**src/rtl/tod_pkg.sv**
```systemverilog
package tod_pkg;
    typedef enum logic [1:0] {
        ST_OFF    = 2'd0,
        ST_RUN    = 2'd1,
        ST_SETTLE = 2'd2
    } tod_state_e;

    localparam logic [1:0] SRC_EXT = 2'd0;
    localparam logic [1:0] SRC_SYS = 2'd1;
    localparam logic [1:0] SRC_TX  = 2'd2;
    localparam logic [1:0] SRC_RTC = 2'd3;
endpackage

```
**src/rtl/ref_tick_gen.sv**
```systemverilog
module ref_tick_gen
    import tod_pkg::*;
#(
    parameter int SYNC_STAGES = 2
) (
    input  logic       clk,
    input  logic       rst_n,
    input  logic       ref_ext,
    input  logic       ref_tx,
    input  logic       ref_rtc,
    input  logic [1:0] sel,
    output logic       tick
);
    localparam int NUM_ASYNC = 3;

    logic [NUM_ASYNC-1:0] raw;
    logic [NUM_ASYNC-1:0] rise;

    assign raw = {ref_rtc, ref_tx, ref_ext};

    for (genvar g = 0; g < NUM_ASYNC; g++) begin : g_sync
        logic [SYNC_STAGES:0] chain;
        always_ff @(posedge clk or negedge rst_n) begin
            if (!rst_n) chain <= '0;
            else        chain <= {chain[SYNC_STAGES-1:0], raw[g]};
        end
        assign rise[g] = chain[SYNC_STAGES-1] & ~chain[SYNC_STAGES];
    end

    always_comb begin
        unique case (sel)
            SRC_EXT: tick = rise[0];
            SRC_SYS: tick = 1'b1;
            SRC_TX:  tick = rise[1];
            SRC_RTC: tick = rise[2];
        endcase
    end
endmodule

```
**src/rtl/phase_acc.sv**
```systemverilog
module phase_acc #(
    parameter int ACC_W = 32
) (
    input  logic             clk,
    input  logic             rst_n,
    input  logic             acc_en,
    input  logic [ACC_W-1:0] addend,
    output logic             step
);
    logic [ACC_W-1:0] acc_q;
    logic [ACC_W:0]   sum;

    assign sum = {1'b0, acc_q} + {1'b0, addend};

    always_ff @(posedge clk or negedge rst_n) begin
        if (!rst_n) begin
            acc_q <= '0;
            step  <= 1'b0;
        end else begin
            if (acc_en) acc_q <= sum[ACC_W-1:0];
            step <= acc_en & sum[ACC_W];
        end
    end

    // without an accumulation no step can appear
    a_r6_no_step_when_idle: assert property (@(posedge clk) disable iff (!rst_n)
        !acc_en |=> !step);
    // accumulator frozen when not enabled
    a_r6_acc_frozen: assert property (@(posedge clk) disable iff (!rst_n)
        !acc_en |=> $stable(acc_q));
endmodule

```
**src/rtl/tod_time_reg.sv**
```systemverilog
module tod_time_reg #(
    parameter int TIME_W = 64,
    parameter int NS_W   = 16
) (
    input  logic              clk,
    input  logic              rst_n,
    input  logic              step,
    input  logic [NS_W-1:0]   period,
    input  logic              load_en,
    input  logic [TIME_W-1:0] load_val,
    output logic [TIME_W-1:0] time_q
);
    localparam int PAD_W = TIME_W - NS_W;

    logic [TIME_W-1:0] period_ext;
    assign period_ext = {{PAD_W{1'b0}}, period};

    always_ff @(posedge clk or negedge rst_n) begin
        if (!rst_n)       time_q <= '0;
        else if (load_en) time_q <= load_val;
        else if (step)    time_q <= time_q + period_ext;
    end

    a_r5_load_wins: assert property (@(posedge clk) disable iff (!rst_n)
        load_en |=> time_q == $past(load_val));
    a_r3_step_adds_period: assert property (@(posedge clk) disable iff (!rst_n)
        (step && !load_en) |=> time_q == $past(time_q) + $past(period_ext));
    a_r4_hold: assert property (@(posedge clk) disable iff (!rst_n)
        (!step && !load_en) |=> $stable(time_q));
endmodule

```
**src/rtl/tod_counter_top.sv**
```systemverilog
module tod_counter_top
    import tod_pkg::*;
#(
    parameter int ACC_W       = 32,
    parameter int TIME_W      = 64,
    parameter int NS_W        = 16,
    parameter int SYNC_STAGES = 2,
    parameter int SETTLE_CYC  = 4
) (
    input  logic              clk_sys,
    input  logic              rst_n,
    input  logic              ref_ext,
    input  logic              ref_tx,
    input  logic              ref_rtc,
    input  logic              src_wr,
    input  logic [1:0]        src_sel,
    input  logic              run_en,
    input  logic [ACC_W-1:0]  addend,
    input  logic [NS_W-1:0]   period_ns,
    input  logic              load_en,
    input  logic [TIME_W-1:0] load_time,
    output logic [TIME_W-1:0] time_ns
);
    localparam int CNT_W = $clog2(SETTLE_CYC + 1);
    localparam logic [CNT_W-1:0] CNT_INIT = CNT_W'(SETTLE_CYC - 1);

    tod_state_e     state_q, state_d;
    logic [CNT_W-1:0] cnt_q;
    logic [1:0]     src_q;
    logic           tick;
    logic           acc_en;
    logic           step;

    // next-state logic
    always_comb begin
        state_d = state_q;
        unique case (state_q)
            ST_OFF:    if (run_en) state_d = ST_RUN;
            ST_RUN:    if (!run_en) state_d = ST_OFF;
            ST_SETTLE: if (cnt_q == '0) state_d = run_en ? ST_RUN : ST_OFF;
            default:   state_d = ST_OFF;
        endcase
        if (src_wr) state_d = ST_SETTLE;
    end

    // state register, settle countdown and source register
    always_ff @(posedge clk_sys or negedge rst_n) begin
        if (!rst_n) begin
            state_q <= ST_OFF;
            cnt_q   <= '0;
            src_q   <= SRC_SYS;
        end else begin
            state_q <= state_d;
            if (src_wr) begin
                src_q <= src_sel;
                cnt_q <= CNT_INIT;
            end else if (state_q == ST_SETTLE && cnt_q != '0) begin
                cnt_q <= cnt_q - 1'b1;
            end
        end
    end

    // outputs of the state machine
    always_comb begin
        acc_en = (state_q == ST_RUN) && tick;
    end

    ref_tick_gen #(.SYNC_STAGES(SYNC_STAGES)) u_tick (
        .clk     (clk_sys),
        .rst_n   (rst_n),
        .ref_ext (ref_ext),
        .ref_tx  (ref_tx),
        .ref_rtc (ref_rtc),
        .sel     (src_q),
        .tick    (tick)
    );

    phase_acc #(.ACC_W(ACC_W)) u_acc (
        .clk    (clk_sys),
        .rst_n  (rst_n),
        .acc_en (acc_en),
        .addend (addend),
        .step   (step)
    );

    tod_time_reg #(.TIME_W(TIME_W), .NS_W(NS_W)) u_time (
        .clk      (clk_sys),
        .rst_n    (rst_n),
        .step     (step),
        .period   (period_ns),
        .load_en  (load_en),
        .load_val (load_time),
        .time_q   (time_ns)
    );

    a_r9_settle_quiet: assert property (@(posedge clk_sys) disable iff (!rst_n)
        (state_q == ST_SETTLE) |-> !acc_en);
    a_r9_write_enters_settle: assert property (@(posedge clk_sys) disable iff (!rst_n)
        src_wr |=> (state_q == ST_SETTLE) && (cnt_q == CNT_INIT));
    a_r6_off_no_acc: assert property (@(posedge clk_sys) disable iff (!rst_n)
        (state_q == ST_OFF) |-> !acc_en);
    a_r2_sys_every_cycle: assert property (@(posedge clk_sys) disable iff (!rst_n)
        (state_q == ST_RUN && src_q == SRC_SYS) |-> acc_en);
endmodule

```
**config.mk**
```make
export PLATFORM = sky130hd
export DESIGN_NAME = tod_counter_top
export DESIGN_NICKNAME = d
export VERILOG_FILES = /design/src/rtl/tod_pkg.sv /design/src/rtl/ref_tick_gen.sv /design/src/rtl/phase_acc.sv /design/src/rtl/tod_time_reg.sv /design/src/rtl/tod_counter_top.sv
export SDC_FILE = /design/constraint.sdc
export NUM_CORES = 1
export LEC_CHECK = 0
export BUFFER_PORTS_ARGS = -buffer_cell sky130_fd_sc_hd__buf_2
export CAP_MARGIN = 15
export CELL_PAD_IN_SITES_DETAIL_PLACEMENT = 0
export CELL_PAD_IN_SITES_GLOBAL_PLACEMENT = 1
export CORE_MARGIN = 3
export CORE_UTILIZATION = 42
export DETAILED_ROUTE_END_ITERATION = 16
export GPL_TIMING_DRIVEN = 0
export PLACE_DENSITY_LB_ADDON = 0.1
export SLEW_MARGIN = 5
export SYNTH_ARGS = -nofsm -noshare
export SYNTH_HDL_FRONTEND = slang
export SYNTH_HIERARCHICAL = 1
export SYNTH_SLANG_ARGS = --single-unit
```
**constraint.sdc**
```tcl
create_clock -name clk_sys -period 3.2 [get_ports clk_sys]
set_input_delay 0.32 -clock clk_sys [delete_from_list [all_inputs] [get_ports clk_sys]]
set_output_delay 0.32 -clock clk_sys [all_outputs]
set_load 0.1 [all_outputs]
```
==> qor.yml, run 1 <==
die:
  core-area_sq_um: 18390
  die_x_um: 144.2
  fp.dieH_um: 144.2
  io_pins: 186
  start_util_pct: 43.63
  num_rows: 49
  die_area_sq_um: 20800
clocking:
  cts_sinks: 113
  tritoncts: "done"
  cts_made_buffers: 17
  clk_latency_ns: 0.42
  htree_levels: 4
  clk_pin_slew_ns: 0.06
  clockBufferDepth: 2
  cts-root-buf: "clkbuf_16"
global_routing:
  grt_max_degree: 89
  antenna_found_initial: 1
  grt_pass1_wl_um: 38200
  grt_pass1_vias: 7248
  grt.total_usage_pct: 23.41
  grt_remaining_overflow: 0
drt:
  num_vias: 7482
  drc_errors: 0
  totalWireLength_um: 24410
  wl_per_cell_um: 18.70
  routed_via_density: 5.733
  drt-initial-drc-count: 500
  first_pass_iters: 5
  ant_nets: 0
timing:
  maxSlewHeadroom_pct: 45.69
  fin_skew_ns: 0.01012
  fin_crit_ns: 3.067
  finalCritPeriodShare_pct: 95.85
  setup_slack_ns: 0.1328
  worst_pin_slew_ns: 0.8147
  setup_viol: 0
  hold_viol_final: 0
  fmax_ghz: 0.3260
  slew_viol_final: 0
setup_path:
  end_kind: "flop"
  arrival_ns: 3.37
  crit_type: "reg2reg"
  start_kind: "flop"
  critPathMaxFanout: 3
  required_ns: 3.51
yosys:
  syn_avg_cell_area_sq_um: 9.418
  ys_ff_latch: 113
  syn_area_sq_um: 8024
  synth_edf_count: 0
  netlist_instances: 852
  synth.net_count: 1026
  yosysSeqAreaShare_pct: 35.26
  synthFlopType: "dfrtp_1"
  yosysWarnings: 6
  async_flop_share_pct: 100.0
  ys_types: 78
final_layout:
  final.fill_count: 1757
  drive_above_1_share_pct: 28.21
  postLayoutCellArea_sq_um: 9951
  area_growth_pct: 24.01
  finalCoreUtilization_pct: 54.10
  nNetsFinal: 1235
power:
  p_leak_uw: 0.004499
  peakVddDrop_mv: 0.3500
  totalPowerFinal_uw: 6060
  p_per_area_nw_per_um2: 609.0
placement:
  post-place-ws_ns: 0.04742
  gp_congestion: 0.8429
  dp_hpwl_um: 18210
  port_buffers: 184
  place_area_sq_um: 9265
status:
  status: "finished clean"
flow_run:
  maxCapViolations: 0
worst_hold_path:
  hp-class: "in2reg"
[per-stage QoR]
step / std cells / hold slack, ns / TNS [ns]
after floorplan: 852 / 0.02441 / 0
after CTS: 1299 / 0.002428 / 0
after global routing: 1304 / 0.007224 / -0.001397
after global placement: 1265 / 0.3344 / 0
final: 1305 / 0.02558 / 0
after detailed placement: 1266 / 0.2157 / 0
[final cells by class]
type	count	area (sq um)	share of cell area, %
repair buffers	190	999.7	10.05
clock buffers	21	470.5	4.728
inverters	19	71.32	0.7167
well taps	229	286.5	2.879
flip-flops and latches	113	2829	28.43
clock inverters	11	160.2	1.609
diodes	2	5.005	0.05030
multi-input cells	687	4996	50.21
plain buffers	33	132.6	1.333
[timing repair]
action	CTS	global route
hold buffers	1	2
gates resized for setup	0	1
hold endpoints to repair	25	2
setup buffers	0	2
setup endpoints to repair	0	4
[synthesized netlist by cell type (6+ instances only)]
master	n	share of area, %
mux2_2	40	5.6
a211oi_1	12	1.1
a2111oi_2	9	1.7
nand3_1	25	1.6
mux2i_1	15	1.9
o2111ai_1	7	0.76
and4_1	9	0.98
ha_1	50	7.8
and3_1	12	0.94
o211ai_1	8	0.75
nand4_1	19	1.5
o31ai_1	6	0.56
o21ai_1	16	1.0
inv_1	18	0.84
clkbuf_1	26	1.2
nor2_1	57	2.7
a31oi_1	18	1.4
dfrtp_1	112	35
xnor2_1	45	4.9
a21o_1	18	1.7
o21bai_1	7	0.65
xor2_1	23	2.5
or3_1	13	1.0
nor3_1	8	0.50
nand2_1	82	3.8
o21ai_0	49	3.1
a21oi_1	50	3.1
[cells in the final DEF (no fill, tap or decap), types with 4 or more instances in the layout]
| cell | Yosys | layout |
|---|---|---|
| a211oi_1 | 12 | 11 |
| mux2i_1 | 15 | 15 |
| clkbuf_16 | 0 | 17 |
| and2_1 | 4 | 4 |
| mux2_2 | 40 | 40 |
| o21ai_1 | 16 | 16 |
| nand4_1 | 19 | 19 |
| or3_1 | 13 | 13 |
| nand2_1 | 82 | 82 |
| nand3_1 | 25 | 25 |
| nor2b_1 | 5 | 5 |
| and4_1 | 9 | 9 |
| xnor2_1 | 45 | 45 |
| o2111ai_1 | 7 | 7 |
| a221o_1 | 5 | 5 |
| buf_2 | 5 | 188 |
| o211ai_1 | 8 | 8 |
| a31oi_1 | 18 | 18 |
| clkbuf_1 | 26 | 27 |
| a2111oi_2 | 9 | 9 |
| o21a_1 | 5 | 5 |
| a21oi_2 | 5 | 5 |
| bufinv_16 | 0 | 4 |
| nor2_1 | 57 | 57 |
| xor2_1 | 23 | 23 |
| a21oi_1 | 50 | 50 |
| o31ai_1 | 6 | 6 |
| and3_1 | 12 | 12 |
| ha_1 | 50 | 50 |
| nor3_1 | 8 | 8 |
| o21ai_0 | 49 | 49 |
| clkinv_2 | 0 | 5 |
| a21o_1 | 18 | 18 |
| dfrtp_1 | 112 | 112 |
| o21bai_1 | 7 | 7 |
| inv_1 | 18 | 18 |
[cells by family after synthesis]
family,share of synthesized area [%]
compound gates,22.25
simple gates,16.47
fa+ha+maj,8.296
xor+xnor,7.422
buf+inv,2.542
mux,7.765
flops,35.26
[path summary, 6_finish.rpt]
| check | end | from | depth (start not counted) | slack (ns) |
|---|---|---|---|---|
| worst max-delay path | u_acc/acc_q[22] | u_acc/acc_q[0] | 10 | 0.13 |
| max in group asynchronous | u_time/time_q[47] | rst_n | 3 | 2.10 |
| worst min-delay path | u_tick/g_sync[1].chain[0] | ref_tx | 1 | 0.03 |
| worst min register to register | u_tick/g_sync[0].chain[1] | u_tick/g_sync[0].chain[0] | 0 | 0.35 |
| min in group asynchronous | u_acc/acc_q[9] | rst_n | 2 | 0.34 |
| worst max register to register | u_acc/acc_q[22] | u_acc/acc_q[0] | 10 | 0.13 |
[state kept, by name (all words and copies together) (netlist names)]
name and flops:
u_acc/step 1, state_q 2, u_acc/acc_q 32, src_q 2
u_tick/g_sync.chain 9, u_time/time_q 64, cnt_q 3
[per-layer routing]
metal	vias to the layer above	part of all wire (%)	track usage (%)
met5	-	0	0
met4	0	1.5	7.069
met3	22	6.5	5.787
met2	211	44	35.25
met1	3643	48	33.40
li1	3606	-	-
[critical path, cell delays in order, from the launching register on]
cell and delay, ns:
dfrtp_1 0.37, ha_1 0.23, fa_1 0.41, a21o_1 0.23
a31o_2 0.28, a31oi_2 0.26, nor3_1 0.15, o211ai_1 0.40
nand3_1 0.17, xor2_1 0.17, mux2_2 0.26
[where the power goes]
group	switching, uW	total, uW	internal, uW
combinational	1460	2220	759
clock	697	2050	1360
sequential	168	1790	1620
total	2320	6060	3740
(Power assumes the default switching activity.)
==> inputs of run 2 (changes only) <==
--- a/config.mk
+++ b/config.mk
@@ -7,13 +7,11 @@
 export LEC_CHECK = 0
 export BUFFER_PORTS_ARGS = -buffer_cell sky130_fd_sc_hd__buf_2
 export CAP_MARGIN = 15
-export CELL_PAD_IN_SITES_DETAIL_PLACEMENT = 0
-export CELL_PAD_IN_SITES_GLOBAL_PLACEMENT = 1
 export CORE_MARGIN = 3
-export CORE_UTILIZATION = 42
+export CORE_UTILIZATION = 55
 export DETAILED_ROUTE_END_ITERATION = 16
 export GPL_TIMING_DRIVEN = 0
-export PLACE_DENSITY_LB_ADDON = 0.1
+export PLACE_DENSITY = 0.81
 export SLEW_MARGIN = 5
 export SYNTH_ARGS = -nofsm -noshare
 export SYNTH_HDL_FRONTEND = slang
==> qor.yml, run 2 (same netlist as run 1, synthesis figures left out) <==
setup_path:
  crit_type: "reg2reg"
  arrival_ns: 3.31  # -0.06 ns
  end_kind: "flop"
  required_ns: 3.50  # about the same
  start_kind: "flop"
  critPathMaxFanout: 3  # unchanged
status:
  status: "finished clean"
clocking:
  cts-root-buf: "clkbuf_16"
  clk_latency_ns: 0.42  # about the same
  cts_sinks: 113  # unchanged
  cts_setup_buffers: 0  # unchanged
  clockBufferDepth: 2  # unchanged
  cts_made_buffers: 17  # unchanged
  htree_levels: 4  # unchanged
  tritoncts: "done"
  clk_pin_slew_ns: 0.05  # about the same
timing:
  fin_skew_ns: 0.008042  # -0.002077 ns
  fin_crit_ns: 3.012  # -0.05563 ns
  maxSlewHeadroom_pct: 45.38  # -0.31 points
  fmax_ghz: 0.3320  # +1.8%
  rsz0062_at_grt: "false"
  setup_tns_ns: 0  # unchanged
  slew_viol_final: 0  # unchanged
  hold_viol_final: 0  # unchanged
  setup_viol: 0  # unchanged
  worst_pin_slew_ns: 0.8193  # +0.004657 ns
  finalCritPeriodShare_pct: 94.11  # -1.7 points
global_routing:
  grt.total_usage_pct: 28.24  # +4.8 points
  grt_pass1_vias: 7432  # +2.5%
  grt_pass1_wl_um: 36650  # -4.0%
  grt_max_degree: 62  # -30%
  antenna_found_initial: 0  # -1
  grt_remaining_overflow: 0  # unchanged
drt:
  first_pass_iters: 5  # unchanged
  num_vias: 7678  # +2.6%
  drc_errors: 0  # unchanged
  ant_nets: 0  # unchanged
  drt-initial-drc-count: 646  # +29%
  routed_via_density: 6.137  # +7.0%
  totalWireLength_um: 22870  # -6.3%
  wl_per_cell_um: 18.28  # -2.3%
die:
  die_area_sq_um: 16070  # -23%
  io_pins: 186  # unchanged
  die_x_um: 126.8  # -12%
  core-area_sq_um: 14100  # -23%
  fp.dieH_um: 126.8  # -12%
  start_util_pct: 56.92  # +13 points
  num_rows: 43  # -12%
final_layout:
  largest_register_ffs: 64  # unchanged
  final_common_cell: "buf_2"
  nNetsFinal: 1231  # -0.32%
  final.fill_count: 1125  # -36%
  postLayoutCellArea_sq_um: 9841  # -1.1%
  top_register: "u_time/time_q"
  fin_cells: 1251  # -4.1%
  area_growth_pct: 22.64
  layout_common_cells: "buf_2 (188), dfrtp_1 (112), nand2_1 (82)"
  top_regs: "u_time/time_q x64, u_acc/acc_q x32, u_tick/g_sync.chain x9"
  drive_above_1_share_pct: 28.22  # about the same
power:
  p_per_area_nw_per_um2: 609.1  # about the same
  peakVddDrop_mv: 0.4600  # +31%
  p_leak_uw: 0.004473  # -0.58%
placement:
  dp_hpwl_um: 16890  # -7.2%
  dp.cells: 1217  # -3.9%
  place_area_sq_um: 9204  # -0.66%
  port_buffers: 184  # unchanged
  gp_congestion: 0.8932  # +6.0%
flow_run:
  maxCapViolations: 0  # unchanged
worst_hold_path:
  hp-class: "in2reg"
## run 2: final cells by class
type | count | area, sq um | area share, %
flip-flops and latches | 113 | 2829 | 28.75
inverters | 19 | 71.32 | 0.7247
plain buffers | 33 | 133.9 | 1.360
clock inverters | 14 | 188.9 | 1.920
diodes | 1 | 2.502 | 0.02543
multi-input cells | 687 | 4996 | 50.77
clock buffers | 18 | 429.2 | 4.361
repair buffers | 186 | 964.7 | 9.803
well taps | 180 | 225.2 | 2.289
## run 2: worst paths after layout
check                      cells after the start  slack, ns                      start                   endpoint
max in group asynchronous                      3       2.11                      rst_n          u_time/time_q[39]
min in group asynchronous                      2       0.41                      rst_n          u_time/time_q[12]
hold reg to reg                                0       0.35  u_tick/g_sync[1].chain[0]  u_tick/g_sync[1].chain[1]
hold / removal                                 1       0.01                    ref_rtc  u_tick/g_sync[2].chain[0]
setup / recovery                              10       0.19             u_acc/acc_q[0]            u_acc/acc_q[28]
setup reg to reg                              10       0.19             u_acc/acc_q[0]            u_acc/acc_q[28]
## run 2: repair_timing
item | CTS | global route
gates resized for setup | 0 | 3
setup endpoints to repair | 0 | 6
hold buffers | 1 | 0
hold endpoints to repair | 51 | 0
## run 2: where the power goes
part / total [uW] / internal, uW / switching, uW
Sequential: 1780 / 1620 / 163
Clock: 2000 / 1300 / 703
Combinational: 2210 / 750 / 1460
## run 2: critical path, cell delays in order, from the launching register on
cell and delay (ns):
dfrtp_1 0.37, ha_1 0.23, fa_1 0.41, a21o_1 0.23
a31o_2 0.27, a31oi_2 0.26, nor4_1 0.14, o41ai_2 0.42
o21bai_1 0.17, xnor2_1 0.14, mux2_2 0.25
## run 2: per-layer routing
metal	GRT usage [%]	vias to the layer above	wire, um
li1	-	3611	-
met1	38.61	3664	9806
met2	44.02	358	10460
met3	7.158	45	2125
met4	9.401	0	478
met5	0	-	0
## run 2: metrics by stage
stage | setup WS, ns | hold slack (ns) | util [%] | power, uW
floorplan | 0.01611 | 0.02441 | - | 3499
global placement | 0.1317 | 0.3334 | 65.05 | 3929
detailed placement | 0.1244 | 0.3026 | 65.29 | 3982
CTS | 0.1789 | 0.004776 | 69.75 | 6000
global route | 0.004191 | 0.009639 | 69.79 | 6303
finish | 0.1884 | 0.01248 | 69.81 | 5994
==> inputs of run 3 (changes only) <==
--- a/config.mk
+++ b/config.mk
@@ -11,7 +11,8 @@
 export CORE_UTILIZATION = 55
 export DETAILED_ROUTE_END_ITERATION = 16
 export GPL_TIMING_DRIVEN = 0
-export PLACE_DENSITY = 0.81
+export MAX_ROUTING_LAYER = met4
+export PLACE_DENSITY = 0.91
 export SLEW_MARGIN = 5
 export SYNTH_ARGS = -nofsm -noshare
 export SYNTH_HDL_FRONTEND = slang
==> qor.yml, run 3 (same netlist as run 1, synthesis figures left out) <==
clocking:
  htree_levels: 4  # unchanged
  clk_latency_ns: 0.41  # about the same
  cts_made_buffers: 17  # unchanged
  clockBufferDepth: 2  # unchanged
  cts_sinks: 113  # unchanged
  cts-root-buf: "clkbuf_16"
  tritoncts: "done"
  clk_pin_slew_ns: 0.05  # about the same
die:
  fp.dieH_um: 126.8  # unchanged
  die_x_um: 126.8  # unchanged
  num_rows: 43  # unchanged
  die_area_sq_um: 16070  # unchanged
  start_util_pct: 56.92  # unchanged
  io_pins: 186  # unchanged
  core-area_sq_um: 14100  # unchanged
global_routing:
  grt_remaining_overflow: 0  # unchanged
  grt_pass1_wl_um: 38490  # +5.0%
  grt.total_usage_pct: 30.44  # +2.2 points
  antenna_found_initial: 1  # +1
  grt_max_degree: 62  # unchanged
  grt_pass1_vias: 7854  # +5.7%
final_layout:
  nNetsFinal: 1234  # +0.24%
  final_common_cell: "buf_2"
  final.fill_count: 1035  # -8.0%
  seqCellArea_sq_um: 2829  # unchanged
  largest_register_ffs: 64  # unchanged
  top_regs: "u_time/time_q x64, u_acc/acc_q x32, u_tick/g_sync.chain x9"
  top_register: "u_time/time_q"
  drive_above_1_share_pct: 28.24  # about the same
  multi_input_area_sq_um: 4991  # -0.10%
  finalCoreUtilization_pct: 70.01  # +0.20 points
  area_growth_pct: 22.98
  layout_common_cells: "buf_2 (188), dfrtp_1 (112), nand2_1 (82)"
worst_hold_path:
  holdPathStages: 1  # unchanged
  hp-class: "in2reg"
setup_path:
  cp.depth: 10  # unchanged
  path_buf_inv: 1  # +1
  required_ns: 3.49  # about the same
  r2r_cells: 10  # unchanged
  critPathMaxFanout: 10  # +7
  start_kind: "flop"
  max_stage_delay_ns: 0.42  # about the same
  crit_type: "reg2reg"
  slowest_stage: "fa_1"
  end_kind: "flop"
  arrival_ns: 3.33  # +0.02 ns
  crit_family: "compound AO/OA/AOI/OAI gates"
  crit_chain: "ha_1, fa_1, a211oi_1, o21ai_1, nand4b_1, a21oi_2, clkbuf_2, o21ai_0, xnor2_1, mux2_2"
timing:
  hold_slack_ns: 0.01523  # +0.002743 ns
  finalCritPeriodShare_pct: 94.90  # +0.79 points
  fmax_ghz: 0.3293  # -0.83%
  fin_crit_ns: 3.037  # +0.02514 ns
  slew_viol_final: 0  # unchanged
  hold_viol_final: 0  # unchanged
  setup_slack_ns: 0.1633  # -0.02514 ns
  maxSlewHeadroom_pct: 46.82  # +1.4 points
  rsz0062_at_grt: "true"
  setup_viol: 0  # unchanged
  fin_skew_ns: 0.008793  # +0.0007506 ns
  worst_pin_slew_ns: 0.7977  # -0.02167 ns
drt:
  wl_per_cell_um: 19.22  # +5.1%
  drc_errors: 0  # unchanged
  drt-initial-drc-count: 884  # +37%
  first_pass_iters: 7  # +2
  routed_via_density: 6.351  # +3.5%
  totalWireLength_um: 24100  # +5.4%
  num_vias: 7964  # +3.7%
  ant_nets: 0  # unchanged
power:
  comb_power_share_pct: 37.2  # +0.4 points
  p_clk_share_pct: 33.0  # -0.4 points
  peakVddDrop_mv: 0.3585  # -22%
  p_per_area_nw_per_um2: 610.6  # +0.26%
  power_switching_uw: 2324  # about the same
  power_frac_seq_pct: 29.8  # about the same
  internal_power_uw: 3702  # +0.87%
  p_leak_uw: 0.004490  # +0.37%
  p_sw_share_pct: 38.56  # -0.20 points
placement:
  dp_hpwl_um: 17530  # +3.8%
  post-place-ws_ns: 0.07220  # -0.05219 ns
  gp_congestion: 0.9101  # +1.9%
  port_buffers: 184  # unchanged
status:
  status: "finished clean"
flow_run:
  maxCapViolations: 0  # unchanged
run 3: changes by cell type in the layout (fill, tap and decap cells not counted):
cell	previous run	this run
clkinv_4	2	0
dlygate4sd3_1	1	2
buf_4	0	2
bufinv_16	4	3
clkinv_2	4	3
a211oi_2	3	2
clkbuf_8	0	5
inv_6	1	0
a211oi_1	11	12
run 3: final cells by class:
cell class                      instances  area share, %
Multi-Input combinational cell        687          50.58
Timing Repair Buffer                  189          10.03
Antenna cell                            1        0.02536
Clock buffer                           23          5.046
Sequential cell                       113          28.67
Clock inverter                          9          1.293
Buffer                                 33          1.357
Inverter                               19         0.7227
Tap cell                              180          2.282
run 3: per-stage QoR:
step / TNS, ns / total power, uW / instances / area [sq um]
final: 0 / 6026 / 1254 / 9868
after global routing: -0.02228 / 6324 / 1254 / 9868
after detailed placement: 0 / 3997 / 1217 / 9204
after floorplan: 0 / 3499 / 852 / 8024
after CTS: 0 / 6009 / 1251 / 9849
after global placement: 0 / 3913 / 1216 / 9170
run 3: worst paths after layout:
| path | startpoint | to | slack [ns] |
|---|---|---|---|
| min reg2reg | u_tick/g_sync[0].chain[0] | u_tick/g_sync[0].chain[1] | 0.35 |
| max | u_time/time_q[0] | u_time/time_q[24] | 0.16 |
| min in group asynchronous | rst_n | u_time/time_q[54] | 0.43 |
| min | ref_ext | u_tick/g_sync[0].chain[0] | 0.02 |
| max reg2reg | u_time/time_q[0] | u_time/time_q[24] | 0.16 |
| max in group asynchronous | rst_n | src_q[0] | 2.03 |
run 3: power groups by stage:
stage          registers, uW  clock network (uW)  logic (uW)
2_1_floorplan           2320                   0        1180
3_3_place_gp            1800                   0        2120
3_5_place_dp            1810                   0        2190
4_1_cts                 1790                2010        2210
5_1_grt                 1820                2080        2420
6_report                1800                1990        2240
run 3: what timing repair did:
item / in CTS / in global routing
endpoints found under the setup margin: 0 / 6
hold buffers: 2 / 0
gates resized for setup: 0 / 2
setup buffers: 0 / 2
hold endpoints to repair: 53 / 0
run 3: worst register-to-register path: cells and delay by family (launching register included):
family,cells,cell delay (ns)
compound gates,4,1.07
xor+xnor,1,0.10
fa+ha+maj,2,0.64
buf+inv,1,0.27
flops,1,0.39
mux,1,0.26
simple gates,1,0.19
run 3: per-layer routing:
metal / part of all wire (%) / vias up / global-route usage (%)
met3: 10 / 122 / 6.105
met4: 4.3 / 0 / 15.27
li1: - / 3625 / -
met5: 0 / - / -
met2: 46 / 520 / 46.89
met1: 39 / 3697 / 38.25
